`src/rtl/flash_emu_pkg.sv`:
```
package flash_emu_pkg;
    typedef enum logic [1:0] {
        OP_NOP   = 2'b00,
        OP_READ  = 2'b01,
        OP_PROG  = 2'b10,
        OP_ERASE = 2'b11
    } op_e;

    typedef enum logic [2:0] {
        S_IDLE,
        S_READ,
        S_PROG,
        S_ERASE,
        S_WAIT,
        S_DONE
    } state_e;
endpackage

```
`src/rtl/flash_emu_array.sv`:
```
module flash_emu_array #(
    parameter int BLOCKS          = 4,
    parameter int PAGES_PER_BLOCK = 4,
    parameter int WORDS_PER_PAGE  = 4,
    parameter int DATA_W          = 8,
    localparam int BW  = $clog2(BLOCKS),
    localparam int PW  = $clog2(PAGES_PER_BLOCK),
    localparam int IW  = $clog2(WORDS_PER_PAGE)
) (
    input  logic              clk,
    input  logic              rst_n,
    input  logic [BW-1:0]     blk,
    input  logic [PW-1:0]     pg,
    input  logic [IW-1:0]     idx,
    input  logic              prog_we,
    input  logic [DATA_W-1:0] wdata,
    input  logic              erase_en,
    output logic [DATA_W-1:0] rdata
);
    localparam int WPB = PAGES_PER_BLOCK * WORDS_PER_PAGE;
    localparam int NW  = BLOCKS * WPB;
    localparam int AW  = BW + PW + IW;

    logic [NW-1:0][DATA_W-1:0] mem_q;
    logic [AW-1:0]             addr;

    assign addr  = {blk, pg, idx};
    assign rdata = mem_q[addr];

    for (genvar w = 0; w < NW; w++) begin : g_word
        always_ff @(posedge clk) begin
            if (!rst_n) begin
                mem_q[w] <= '1;
            end else if (erase_en && blk == BW'(w / WPB)) begin
                mem_q[w] <= '1;
            end else if (prog_we && addr == AW'(w)) begin
                mem_q[w] <= mem_q[w] & wdata;
            end
        end
    end

    AST_PROG_CLEARS_ONLY: assert property (@(posedge clk) disable iff (!rst_n)
        !$past(erase_en) |-> ((mem_q & ~$past(mem_q)) == '0));

    AST_ERASE_SETS_ONES: assert property (@(posedge clk) disable iff (!rst_n)
        $past(erase_en) |-> (mem_q[{$past(blk), {(PW+IW){1'b0}}}] == '1));
endmodule

```
`src/rtl/flash_emu_flags.sv`:
```
module flash_emu_flags #(
    parameter int BLOCKS          = 4,
    parameter int PAGES_PER_BLOCK = 4,
    localparam int BW = $clog2(BLOCKS),
    localparam int PW = $clog2(PAGES_PER_BLOCK)
) (
    input  logic          clk,
    input  logic          rst_n,
    input  logic [BW-1:0] look_blk,
    input  logic [PW-1:0] look_pg,
    input  logic          set_en,
    input  logic          clr_en,
    input  logic [BW-1:0] clr_blk,
    output logic          hit
);
    logic [BLOCKS-1:0][PAGES_PER_BLOCK-1:0] flags_q;

    assign hit = flags_q[look_blk][look_pg];

    always_ff @(posedge clk) begin
        if (!rst_n) begin
            flags_q <= '0;
        end else if (clr_en) begin
            flags_q[clr_blk] <= '0;
        end else if (set_en) begin
            flags_q[look_blk][look_pg] <= 1'b1;
        end
    end

    AST_ERASE_CLEARS_FLAGS: assert property (@(posedge clk) disable iff (!rst_n)
        $past(clr_en) |-> (flags_q[$past(clr_blk)] == '0));
endmodule

```
`src/rtl/flash_emu_ctrl.sv`:
```
module flash_emu_ctrl
    import flash_emu_pkg::*;
#(
    parameter int BLOCKS          = 4,
    parameter int PAGES_PER_BLOCK = 4,
    parameter int WORDS_PER_PAGE  = 4,
    parameter int PROG_CYCLES     = 4,
    parameter int ERASE_CYCLES    = 16,
    localparam int BW = $clog2(BLOCKS),
    localparam int PW = $clog2(PAGES_PER_BLOCK),
    localparam int IW = $clog2(WORDS_PER_PAGE)
) (
    input  logic          clk,
    input  logic          rst_n,
    input  logic          cmd_valid,
    input  logic [1:0]    cmd_op,
    input  logic [BW-1:0] cmd_block,
    input  logic          wr_valid,
    input  logic          flag_hit,
    output logic [BW-1:0] blk_q,
    output logic [PW-1:0] pg_q,
    output logic [IW-1:0] idx_q,
    input  logic [PW-1:0] cmd_page,
    output logic          prog_we,
    output logic          erase_en,
    output logic          flag_set,
    output logic          rd_valid,
    output logic          busy,
    output logic          done,
    output logic          prog_err
);
    localparam int MAXC = (ERASE_CYCLES > PROG_CYCLES) ? ERASE_CYCLES : PROG_CYCLES;
    localparam int TW   = $clog2(MAXC + 1);
    localparam logic [IW-1:0] LAST_IDX = IW'(WORDS_PER_PAGE - 1);

    state_e        state_q, state_d;
    logic [TW-1:0] timer_q;
    logic          err_q;
    logic          accept;
    op_e           op_in;

    assign op_in  = op_e'(cmd_op);
    assign accept = (state_q == S_IDLE) && cmd_valid && (op_in != OP_NOP);

    always_comb begin
        state_d = state_q;
        unique case (state_q)
            S_IDLE: begin
                if (accept) begin
                    unique case (op_in)
                        OP_READ:  state_d = S_READ;
                        OP_PROG:  state_d = S_PROG;
                        OP_ERASE: state_d = S_ERASE;
                        default:  state_d = S_IDLE;
                    endcase
                end
            end
            S_READ:  if (idx_q == LAST_IDX) state_d = S_DONE;
            S_PROG:  if (wr_valid && idx_q == LAST_IDX) state_d = S_WAIT;
            S_ERASE: state_d = S_WAIT;
            S_WAIT:  if (timer_q == '0) state_d = S_DONE;
            S_DONE:  state_d = S_IDLE;
            default: state_d = S_IDLE;
        endcase
    end

    always_ff @(posedge clk) begin
        if (!rst_n) begin
            state_q <= S_IDLE;
            blk_q   <= '0;
            pg_q    <= '0;
            idx_q   <= '0;
            timer_q <= '0;
            err_q   <= 1'b0;
        end else begin
            state_q <= state_d;
            if (accept) begin
                blk_q <= cmd_block;
                pg_q  <= cmd_page;
                idx_q <= '0;
                err_q <= (op_in == OP_PROG) && flag_hit;
            end
            if (state_q == S_READ || (state_q == S_PROG && wr_valid)) begin
                idx_q <= idx_q + 1'b1;
            end
            if (state_q == S_PROG && wr_valid && idx_q == LAST_IDX) begin
                timer_q <= TW'(PROG_CYCLES - 1);
            end else if (state_q == S_ERASE) begin
                timer_q <= TW'(ERASE_CYCLES - 1);
            end else if (state_q == S_WAIT && timer_q != '0) begin
                timer_q <= timer_q - 1'b1;
            end
        end
    end

    always_comb begin
        busy     = (state_q != S_IDLE);
        rd_valid = (state_q == S_READ);
        done     = (state_q == S_DONE);
        prog_err = (state_q == S_DONE) && err_q;
        prog_we  = (state_q == S_PROG) && wr_valid;
        erase_en = (state_q == S_ERASE);
        flag_set = accept && (op_in == OP_PROG);
    end

    AST_DONE_SINGLE: assert property (@(posedge clk) disable iff (!rst_n)
        done |=> !done);
    AST_ERR_ONLY_DONE: assert property (@(posedge clk) disable iff (!rst_n)
        prog_err |-> done);
    AST_BUSY_HOLDS_CMD: assert property (@(posedge clk) disable iff (!rst_n)
        busy && cmd_valid && !done |=> (blk_q == $past(blk_q)) && (pg_q == $past(pg_q)));
    AST_NOP_IGNORED: assert property (@(posedge clk) disable iff (!rst_n)
        !busy && cmd_valid && cmd_op == 2'b00 |=> !busy);
    AST_READ_BUSY: assert property (@(posedge clk) disable iff (!rst_n)
        rd_valid |-> busy && !done);
endmodule

```
`src/rtl/flash_emu.sv`:
```
module flash_emu #(
    parameter int BLOCKS          = 4,
    parameter int PAGES_PER_BLOCK = 4,
    parameter int WORDS_PER_PAGE  = 4,
    parameter int DATA_W          = 8,
    parameter int PROG_CYCLES     = 4,
    parameter int ERASE_CYCLES    = 16,
    localparam int BW = $clog2(BLOCKS),
    localparam int PW = $clog2(PAGES_PER_BLOCK),
    localparam int IW = $clog2(WORDS_PER_PAGE)
) (
    input  logic              clk,
    input  logic              rst_n,
    input  logic              cmd_valid,
    input  logic [1:0]        cmd_op,
    input  logic [BW-1:0]     cmd_block,
    input  logic [PW-1:0]     cmd_page,
    input  logic              wr_valid,
    input  logic [DATA_W-1:0] wr_data,
    output logic              rd_valid,
    output logic [DATA_W-1:0] rd_data,
    output logic              busy,
    output logic              done,
    output logic              prog_err
);
    logic [BW-1:0] blk_q;
    logic [PW-1:0] pg_q;
    logic [IW-1:0] idx_q;
    logic          prog_we, erase_en, flag_set, flag_hit;

    flash_emu_ctrl #(
        .BLOCKS(BLOCKS), .PAGES_PER_BLOCK(PAGES_PER_BLOCK),
        .WORDS_PER_PAGE(WORDS_PER_PAGE),
        .PROG_CYCLES(PROG_CYCLES), .ERASE_CYCLES(ERASE_CYCLES)
    ) u_ctrl (
        .clk(clk), .rst_n(rst_n), .cmd_valid(cmd_valid), .cmd_op(cmd_op),
        .cmd_block(cmd_block), .wr_valid(wr_valid), .flag_hit(flag_hit),
        .blk_q(blk_q), .pg_q(pg_q), .idx_q(idx_q), .cmd_page(cmd_page),
        .prog_we(prog_we), .erase_en(erase_en), .flag_set(flag_set),
        .rd_valid(rd_valid), .busy(busy), .done(done), .prog_err(prog_err)
    );

    flash_emu_flags #(
        .BLOCKS(BLOCKS), .PAGES_PER_BLOCK(PAGES_PER_BLOCK)
    ) u_flags (
        .clk(clk), .rst_n(rst_n), .look_blk(cmd_block), .look_pg(cmd_page),
        .set_en(flag_set), .clr_en(erase_en), .clr_blk(blk_q), .hit(flag_hit)
    );

    flash_emu_array #(
        .BLOCKS(BLOCKS), .PAGES_PER_BLOCK(PAGES_PER_BLOCK),
        .WORDS_PER_PAGE(WORDS_PER_PAGE), .DATA_W(DATA_W)
    ) u_array (
        .clk(clk), .rst_n(rst_n), .blk(blk_q), .pg(pg_q), .idx(idx_q),
        .prog_we(prog_we), .wdata(wr_data), .erase_en(erase_en), .rdata(rd_data)
    );
endmodule

```
`config.mk`:
```
export PLATFORM = sky130hd
export DESIGN_NAME = flash_emu
export DESIGN_NICKNAME = d
export VERILOG_FILES = /design/src/rtl/flash_emu_pkg.sv /design/src/rtl/flash_emu_array.sv /design/src/rtl/flash_emu_flags.sv /design/src/rtl/flash_emu_ctrl.sv /design/src/rtl/flash_emu.sv
export SDC_FILE = /design/constraint.sdc
export NUM_CORES = 1
export LEC_CHECK = 0
export ABC_CLOCK_PERIOD_IN_PS = 2950
export BUFFER_PORTS_ARGS = -buffer_cell sky130_fd_sc_hd__buf_4
export CORE_UTILIZATION = 40
export CTS_CLUSTER_DIAMETER = 80
export DETAILED_ROUTE_END_ITERATION = 6
export PLACE_DENSITY = 0.55
export SLEW_MARGIN = 5
export SYNTH_ARGS = -nofsm -noshare
export SYNTH_HDL_FRONTEND = slang
export SYNTH_SLANG_ARGS = --single-unit
```
`constraint.sdc`:
```
create_clock -name clk -period 2.95 [get_ports clk]
set_input_delay 0 -clock clk [delete_from_list [all_inputs] [get_ports clk]]
set_output_delay 0 -clock clk [all_outputs]
set_load 0.05 [all_outputs]
```
==> results.cfg, run 1 <==
[route]
drc = 0
first_iter_violations = 1653
ant_nets = 0
drtPass1Iterations = 6
drt_wl_total_mm = 60.8
vias = 16600
wl_per_cell_um = 20.8
avgViaCountPerCell = 5.69

[sta]
setup_violations = 8
maxSlewViolCount = 0
rsz0062_at_grt = true
fin_worst_skew_ns = 0.00913
worst_pin_slew_ns = 0.885
holdWs_ns = 0.0241
min_period_ns = 3.10
slew_headroom_pct = 41.0
period_share_pct = 105
fmax_mhz = 322
hold_violations = 0
setup_ws_ns = -0.153

[pwr]
power_leakage_nw = 8.19
power_density_mw_per_mm2 = 757
ir_worst_vdd_mv = 0.833
finalPower_mw = 18.7

[placement]
placed_cell_area_mm2 = 0.0220
gp_congestion = 0.826
io_buffers = 29
dp_hpwl_mm = 35.7
pre_cts_slack_ns = 0.287

[critical_path]
cp-startpoint = u_ctrl.idx_q[0]$_SDFFE_PN0P_
required_ns = 2.95
critPathMostFrequentCell = buf_12
cp.arrival_ns = 3.10
crit_path_top_delay_cell = mux4_2
worst-setup-path-type = flip-flop to output port
end_kind = output port
cp_num_buf_inv = 4
slowest_delay_ns = 0.52
r2r-start = u_ctrl.state_q[0]$_SDFFE_PN0P_
critPathTopFamily = buffers and inverters
startpoint_type = flip-flop
path_max_fanout = 9
path_cells = buf_12 > buf_12 > buf_16 > mux4_2 > a22oi_2 > a21oi_1 > or4_4 > buf_6

[yosys]
ys_ff_latch = 543
synth_cell_types = 40
syn_area_mm2 = 0.0210
yosysSeqAreaShare_pct = 51.8
synth-edff-count = 0
ys_warn_count = 0
yosys-top-cells-area = dfxtp_1 (52%), mux4_2 (14%), o21ai_1 (12%)
synth_nets = 2222
synth_top_area_share_pct = 51.8
synth_top_area_cell = dfxtp_1
syn-instance-count = 2198
synthArstFlopShare_pct = 0
ys.flop_type = dfxtp_1
syn_area_per_cell_um2 = 9.55

[floorplanning]
die-height_um = 231
die_area_mm2 = 0.0534
coreArea_mm2 = 0.0516
dieWidth_um = 231
initial_core_util_pct = 40.7
fp-row-count = 83
io_pins = 30

[final_layout]
finalNetCount = 2219
fin_area_mm2 = 0.0247
drive_gt1_share_pct = 18.0
fin_util_pct = 47.8
area_delta_synth_final_pct = 17.5
antennaDiodeCount = 0
layout_common_cells = dfxtp_1 (541), nand2_1 (534), o21ai_1 (515)
layout_commonest_cell = dfxtp_1

[grt]
grt_overflow_total = 0
grt_usage_pct = 23.0
grt_pass1_wl_mm = 95.2
antenna_found_initial = 0
grt_pass1_vias = 16300
grt_max_degree = 129

[hold_path]
hold_class = primary input to flip-flop
min-delay-start = wr_data[1]

[clock_tree]
clock-sinks = 543
clk_latency_ns = 0.62
h-tree-depth = 2
cts_tree = yes
clock_path_buffers = 3
cts_made_buffers = 55
clk_pin_slew_ns = 0.06
cts_root_buf = clkbuf_16

[run]
cap_violations = 0

[outcome]
failed_checks = negative setup slack
status = finished with violations
timing repair:
action	in CTS	in global routing
cloned	7	0
hold buffers	13	0
setup endpoints to repair	8	8
gates resized for setup	74	5
pin swaps	19	6
hold endpoints to repair	31	0
setup buffers	19	3
through the flow:
stage | setup TNS (ns) | std cells
2_1_floorplan | 0 | 2198
3_3_place_gp | 0 | 2776
3_5_place_dp | 0 | 2776
4_1_cts | -0.924 | 2913
5_1_grt | -1.43 | 2916
6_report | -0.931 | 2916
state kept, by name, summed over array words and instances, names as in the netlist:
signal and cells:
u_ctrl.err_q 1, u_ctrl.state_q 3, u_array.mem_q 512, u_ctrl.idx_q 2, u_ctrl.blk_q 2, u_ctrl.timer_q 5
u_ctrl.pg_q 2, u_flags.flags_q 16
worst paths after layout:
kind                                                         end  slack (ns)  cells after the start
worst min register to register  u_flags.flags_q[15]$_SDFFE_PN0P_        0.45                      2
worst max-delay path                                  rd_data[4]       -0.15                      8
worst max register to register         u_ctrl.err_q$_SDFFE_PN0P_        0.30                      7
worst min-delay path             u_array.mem_q[169]$_SDFFE_PP1P_        0.02                      3
synth_stat cells (4+ instances only):
cell        n
o21ai_1   515
a22oi_1    64
and2_1      4
nand3_1    68
a21oi_1    42
ha_1        6
nand3b_1    6
mux4_2    133
buf_2      28
buf_1      12
nor3_1      4
a22o_1      4
mux2i_1     5
clkbuf_1  136
or4_1       8
nand2_1   534
dfxtp_1   543
nand2b_1    5
nor2_1     23
inv_1      10
buf_4       5
o21ai_0    13
cell type report:
cell class              instances  area (um2)
clock inverters                 7         101
multi-input cells            1459        9660
clock buffers                  91        1690
inverters                      12        45.0
well taps                     680         851
repair buffers                124        1440
fillers                      4755       26900
flip-flops and latches        543       10900
logic make-up (layout without fill, tap and decap cells):
group,count (synthesis),in the layout,synth area share (%)
adder cells (fa/ha/maj),6,6,0.358
AND/OR/NAND/NOR,665,665,13.0
XOR/XNOR,4,4,0.167
flip-flops,543,543,51.8
buffers and inverters,196,234,3.87
AO/OA/AOI/OAI,646,646,16.3
multiplexers,138,138,14.5
worst min-delay path, delay by kind of cell:
| family | cells | cell delay [ns] |
|---|---|---|
| buffers and inverters | 1 | 0.32 |
| AOI/OAI and AO/OA | 1 | 0.22 |
| and+or+nand+nor | 1 | 0.05 |
power by group:
group          internal (mW)  total (mW)  switching, mW
Sequential              7.41        7.54          0.132
Clock                   3.99        6.89           2.91
Combinational           1.79        4.23           2.44
per-layer routing:
layer / GRT usage, % / routed length (um) / share of wire, %
met1: 31.0 / 26900 / 44
met3: 3.67 / 3590 / 5.9
met2: 37.6 / 28700 / 47
met5: 0 / 0 / 0
met4: 7.35 / 1560 / 2.6
Note: power is estimated with default switching activity, not from simulation.
==> run 2: changes to the inputs <==
--- a/config.mk
+++ b/config.mk
@@ -10,6 +10,7 @@
 export CORE_UTILIZATION = 40
 export CTS_CLUSTER_DIAMETER = 80
 export DETAILED_ROUTE_END_ITERATION = 6
+export GPL_TIMING_DRIVEN = 0
 export PLACE_DENSITY = 0.55
 export SLEW_MARGIN = 5
 export SYNTH_ARGS = -nofsm -noshare
==> run 2 against run 1 <==
Fmax decreased by 2.7%. Largest power group unchanged. Via count increased by 8.5%. The run still ends with negative setup slack left. Cell count is 3.8% higher. Global-route usage rose by 5.9 points. Power up 0.46%. Largest cell class unchanged.
==> results.cfg, run 2 (synthesis gave the netlist of run 1 again) <==
[clock_tree]
cts_tree = yes
clock-sinks = 543
cts_made_buffers = 56
clk_pin_slew_ns = 0.06
clk_latency_ns = 0.63
cts_root_buf = clkbuf_16
clock_path_buffers = 3
h-tree-depth = 2

[hold_path]
hold_class = primary input to flip-flop
min-delay-start = wr_data[0]
whs_path_depth = 3
holdPathEnd = u_array.mem_q[104]$_SDFFE_PP1P_

[grt]
grt_overflow_total = 0
grt_max_degree = 15
antenna_found_initial = 1
grt_pass1_vias = 17000
grt_pass1_wl_mm = 113
grt_usage_pct = 28.9

[critical_path]
r2r_cells = 6
reg2reg_to = u_array.mem_q[120]$_SDFFE_PP1P_
slowest_delay_ns = 0.59
path_max_fanout = 10
path_cells = buf_4 > buf_12 > mux4_2 > a22oi_2 > a21oi_1 > or4_4 > buf_4
cp.arrival_ns = 3.19
r2r-start = u_ctrl.blk_q[0]$_SDFFE_PN0P_
regToRegSetupSlack_ns = 0.03
critPathMostFrequentCell = buf_4
required_ns = 2.95
startpoint_type = flip-flop
worst-setup-path-type = flip-flop to output port
crit_path_top_delay_cell = or4_4
end_kind = output port

[sta]
worst_pin_slew_ns = 1.20
fin_worst_skew_ns = 0.0190
hold_violations = 0
setup_ws_ns = -0.240
period_share_pct = 108
setup_violations = 8
slew_headroom_pct = 20.0
fmax_mhz = 313
min_period_ns = 3.19
maxSlewViolCount = 0
rsz0062_at_grt = true

[placement]
pre_cts_slack_ns = -0.808
io_buffers = 18
gp_congestion = 0.963
placed_cell_area_mm2 = 0.0220
dp_hpwl_mm = 53.7

[pwr]
finalPower_mw = 18.7
power_density_mw_per_mm2 = 763
ir_worst_vdd_mv = 0.712
power_leakage_nw = 8.14

[route]
wl_per_cell_um = 25.5
drc = 0
vias = 18000
avgViaCountPerCell = 5.95
ant_nets = 0
drtPass1Iterations = 6
drt_wl_total_mm = 77.1
first_iter_violations = 2056

[outcome]
status = finished with violations
failed_checks = negative setup slack

[floorplanning]
coreArea_mm2 = 0.0516
die-height_um = 231
die_area_mm2 = 0.0534
io_pins = 30
fp-row-count = 83
dieWidth_um = 231
initial_core_util_pct = 40.7

[final_layout]
fin_area_mm2 = 0.0246
reg_top3 = u_array.mem_q x512, u_flags.flags_q x16, u_ctrl.timer_q x5
layout_common_cells = dfxtp_1 (541), nand2_1 (534), o21ai_1 (515)
finalNetCount = 2322
regMostFlops = u_array.mem_q
drive_gt1_share_pct = 16.1
largest_reg_flops = 512
layout_commonest_cell = dfxtp_1
area_delta_synth_final_pct = 17.1

[run]
cap_violations = 0
## run 2: cell type report
class,count,area [um2]
Fill cell,4796,27000
Sequential cell,543,10900
Multi-Input combinational cell,1459,9560
Clock buffer,84,1670
Buffer,183,1000
Tap cell,680,851
Timing Repair Buffer,43,428
Clock inverter,21,146
Inverter,12,45.0
Antenna cell,1,2.50
## run 2: power by group
part | switching [mW] | internal (mW) | total [mW]
combinational | 2.68 | 1.54 | 4.23
sequential | 0.0673 | 7.41 | 7.47
clock | 3.06 | 3.99 | 7.05
total | 5.81 | 12.9 | 18.7
## run 2: per-layer routing
metal | track usage, % | part of all wire [%] | up-vias
li1 | - | - | 7980
met3 | 5.18 | 9.8 | 169
met5 | 0 | 0 | -
met2 | 43.5 | 44 | 956
met1 | 40.3 | 42 | 8901
met4 | 13.2 | 4.4 | 0
## run 2: worst max path at each step
stage	slack, ns	startpoint	cells past startpoint	to
6_report	-0.24	u_ctrl.idx_q[0]$_SDFFE_PN0P_	7	rd_data[0]
5_1_grt	-0.23	u_ctrl.idx_q[0]$_SDFFE_PN0P_	7	rd_data[2]
4_1_cts	-0.24	u_ctrl.idx_q[0]$_SDFFE_PN0P_	7	rd_data[1]
3_5_place_dp	-0.81	u_ctrl.idx_q[1]$_SDFFE_PN0P_	9	u_array.mem_q[199]$_SDFFE_PP1P_
3_3_place_gp	-0.84	u_ctrl.idx_q[1]$_SDFFE_PN0P_	9	u_array.mem_q[198]$_SDFFE_PP1P_
2_1_floorplan	0.56	u_ctrl.idx_q[1]$_SDFFE_PN0P_	6	rd_data[0]
## run 2: worst max-delay path, delay by kind of cell, from the launching register on
family	cells	cell delay, ns
AND/OR/NAND/NOR	1	0.59
multiplexers	1	0.57
buffers and inverters	3	0.54
flip-flops	1	0.43
AO/OA/AOI/OAI	2	0.42
## run 2: what timing repair did
item | 4_1_cts | 5_1_grt
pin swaps | 9 | 6
endpoints found under the hold margin | 47 | 0
resized for setup | 128 | 46
buffers inserted | 5 | 0
cloned | 1 | 0
hold buffers | 19 | 0
endpoints found under the setup margin | 345 | 263
## run 2: stage by stage
step / instances / TNS, ns / utilization, % / hold WS [ns]
CTS: 3026 / -1.50 / 47.3 / 0.0334
finish: 3026 / -1.49 / 47.6 / 0.0824
global route: 3026 / -2.29 / 47.6 / 0.0778
detailed placement: 2896 / -163.91 / 42.6 / 0.313
global placement: 2896 / -160.20 / 42.6 / 0.316
floorplan: 2198 / 0 / - / 0.147
==> run 3: changes to the inputs <==
--- a/config.mk
+++ b/config.mk
@@ -5,6 +5,7 @@
 export SDC_FILE = /design/constraint.sdc
 export NUM_CORES = 1
 export LEC_CHECK = 0
+export ABC_AREA = 1
 export ABC_CLOCK_PERIOD_IN_PS = 2950
 export BUFFER_PORTS_ARGS = -buffer_cell sky130_fd_sc_hd__buf_4
 export CORE_UTILIZATION = 40
==> run 3 against run 2 <==
The flow still finishes with violations (negative setup slack). Clock power is 9.6% higher. Register-to-register slack better by 0.03 ns. Power is 20% higher. Synthesized cell count is 68% higher. Critical path type unchanged. Largest cell class is now multi-input gates.
==> results.cfg, run 3 <==
[critical_path]
crit_path_top_delay_cell = dfxtp_2
worst-setup-path-type = flip-flop to output port
startpoint_type = flip-flop
critPathMostFrequentCell = nand2_1
regToRegSetupSlack_ns = 0.06
cp.arrival_ns = 2.98
path_cells = buf_4 > clkbuf_4 > nand3_1 > nand2_1 > nand2_1 > nand2_1 > nor2_1 > nor2_1 > nor2_1 > nand2_1 > buf_4
end_kind = output port
required_ns = 2.95
path_max_fanout = 10
slowest_delay_ns = 0.46

[final_layout]
stdcell_count = 4630
area_delta_synth_final_pct = 15.5
regMostFlops = u_array.mem_q
finalNetCount = 3825
largest_reg_flops = 512
drive_gt1_share_pct = 9.05
reg_top3 = u_array.mem_q x512, u_flags.flags_q x16, u_ctrl.timer_q x5
regArea_mm2 = 0.0109
layout_commonest_cell = nand2_1
fillers = 6430
layout_common_cells = nand2_1 (1563), dfxtp_1 (541), o21ai_0 (432)
fin_util_pct = 46.7
multiInputGateArea_mm2 = 0.0110

[placement]
io_buffers = 21
gp_congestion = 1.02
dp.cells = 4500
dp_hpwl_mm = 70.9

[yosys]
synth_xor_area_share_pct = 0
syn-instance-count = 3697
synth-adder-area-share_pct = 0.308
synth_top_area_cell = dfxtp_1
syn_area_mm2 = 0.0244
synth.most_common_cell = nand2_1
synth-edff-count = 0
synthMuxAreaShare_pct = 0
ys.flop_type = dfxtp_1
ys_warn_count = 0
syn_area_per_cell_um2 = 6.59
synth_cell_types = 34
yosys-top-cells-area = dfxtp_1 (45%), nand2_1 (24%), o21ai_0 (8.9%)
synth_top_family_by_area = simple AND/OR/NAND/NOR gates
synth_top_area_share_pct = 44.6
ys_ff_latch = 543
synthArstFlopShare_pct = 0
synth_nets = 3721
synth_compound_area_share_pct = 12.1
synth-simple-area-share_pct = 32.4
yosysSeqAreaShare_pct = 44.6
synth.top_cells.by_count = nand2_1 (1564), dfxtp_1 (543), o21ai_0 (435)

[sta]
rsz0062_at_grt = false
setup_tns_ns = -0.0284
min_period_ns = 2.98
slew_headroom_pct = 24.3
worst_pin_slew_ns = 1.14
holdWs_ns = 0.0278
setup_ws_ns = -0.0284
maxSlewViolCount = 0
setup_violations = 1
period_share_pct = 101
fmax_mhz = 336
hold_violations = 0
fin_worst_skew_ns = 0.0276

[clock_tree]
cts_made_buffers = 59
cts_tree = yes
cts_root_buf = clkbuf_16
clk_pin_slew_ns = 0.06
clock-sinks = 543
clock_path_buffers = 3
clk_latency_ns = 0.64
h-tree-depth = 2

[grt]
grt_usage_pct = 30.9
grt_overflow_total = 0
antenna_found_initial = 2
grt_pass1_wl_mm = 143
grt_max_degree = 16
grt_pass1_vias = 22100

[outcome]
status = finished with violations
failed_checks = negative setup slack

[floorplanning]
coreArea_mm2 = 0.0602
io_pins = 30
fp-row-count = 90
dieWidth_um = 249
initial_core_util_pct = 40.4
die_area_mm2 = 0.0619
die-height_um = 249

[pwr]
ir_worst_vdd_mv = 0.496
power_density_mw_per_mm2 = 800
power_leakage_nw = 14.5

[route]
wl_per_cell_um = 20.9
vias = 24000
first_iter_violations = 2433
drtPass1Iterations = 5
drt_wl_total_mm = 96.7
ant_nets = 0
avgViaCountPerCell = 5.19
drc = 0

[hold_path]
hold_class = primary input to flip-flop

[run]
cap_violations = 0
run 3: stage by stage:
stage	setup slack [ns]	area, um2	power [mW]
after detailed placement	-0.938	25500	14.2
after CTS	-0.0255	28000	22.3
after global placement	-0.909	25500	14.2
after global routing	0.00171	28100	23.2
after floorplan	0.774	24400	11.5
final	-0.0284	28100	22.5
run 3: timing repair:
action	4_1_cts	5_1_grt
hold endpoints to repair	31	0
setup endpoints to repair	352	57
gates resized for setup	146	41
buffers inserted	3	0
hold buffers	19	0
pin swaps	3	0
run 3: worst max-delay path: cells and delay by family (launching register included):
family	cells	cell delay [ns]
flip-flops	1	0.46
buffers and inverters	3	0.80
AND/OR/NAND/NOR	8	1.06
run 3: area by class of cell:
type                    instances  share of cell area [%]
multi-input cells            2519                    39.1
flip-flops and latches        543                    38.6
clock buffers                  84                    6.15
inverters                     410                    5.49
plain buffers                 225                    4.91
well taps                     782                    3.48
repair buffers                 43                    1.32
clock inverters                22                   0.947
diodes                          2                  0.0178
run 3: per-layer routing:
metal	routed length [um]	GRT usage (%)	part of all wire [%]	vias to the layer above
li1	-	-	-	11600
met1	43500	43.8	45	11300
met2	40500	46.2	42	885
met3	7970	4.62	8.2	209
met4	4720	14.2	4.9	2
met5	13	0	0.013	-
run 3: final timing paths:
check | from | to | depth (start not counted)
setup / recovery | u_ctrl.idx_q[1]$_SDFFE_PN0P_ | rd_data[6] | 11
hold reg to reg | u_array.mem_q[433]$_SDFFE_PP1P_ | u_array.mem_q[433]$_SDFFE_PP1P_ | 2
hold / removal | wr_data[4] | u_array.mem_q[164]$_SDFFE_PP1P_ | 3
setup reg to reg | u_ctrl.idx_q[1]$_SDFFE_PN0P_ | u_array.mem_q[479]$_SDFFE_PP1P_ | 6
run 3: logic make-up after synthesis:
| group | count (synthesis) |
|---|---|
| simple gates | 1939 |
| buf+inv | 635 |
| compound gates | 574 |
| flops | 543 |
| fa+ha+maj | 6 |
run 3: report_power, final:
part | internal [mW] | switching (mW)
Clock | 4.50 | 3.23
Sequential | 7.41 | 0.0752
Combinational | 1.88 | 5.42
Total | 13.8 | 8.72
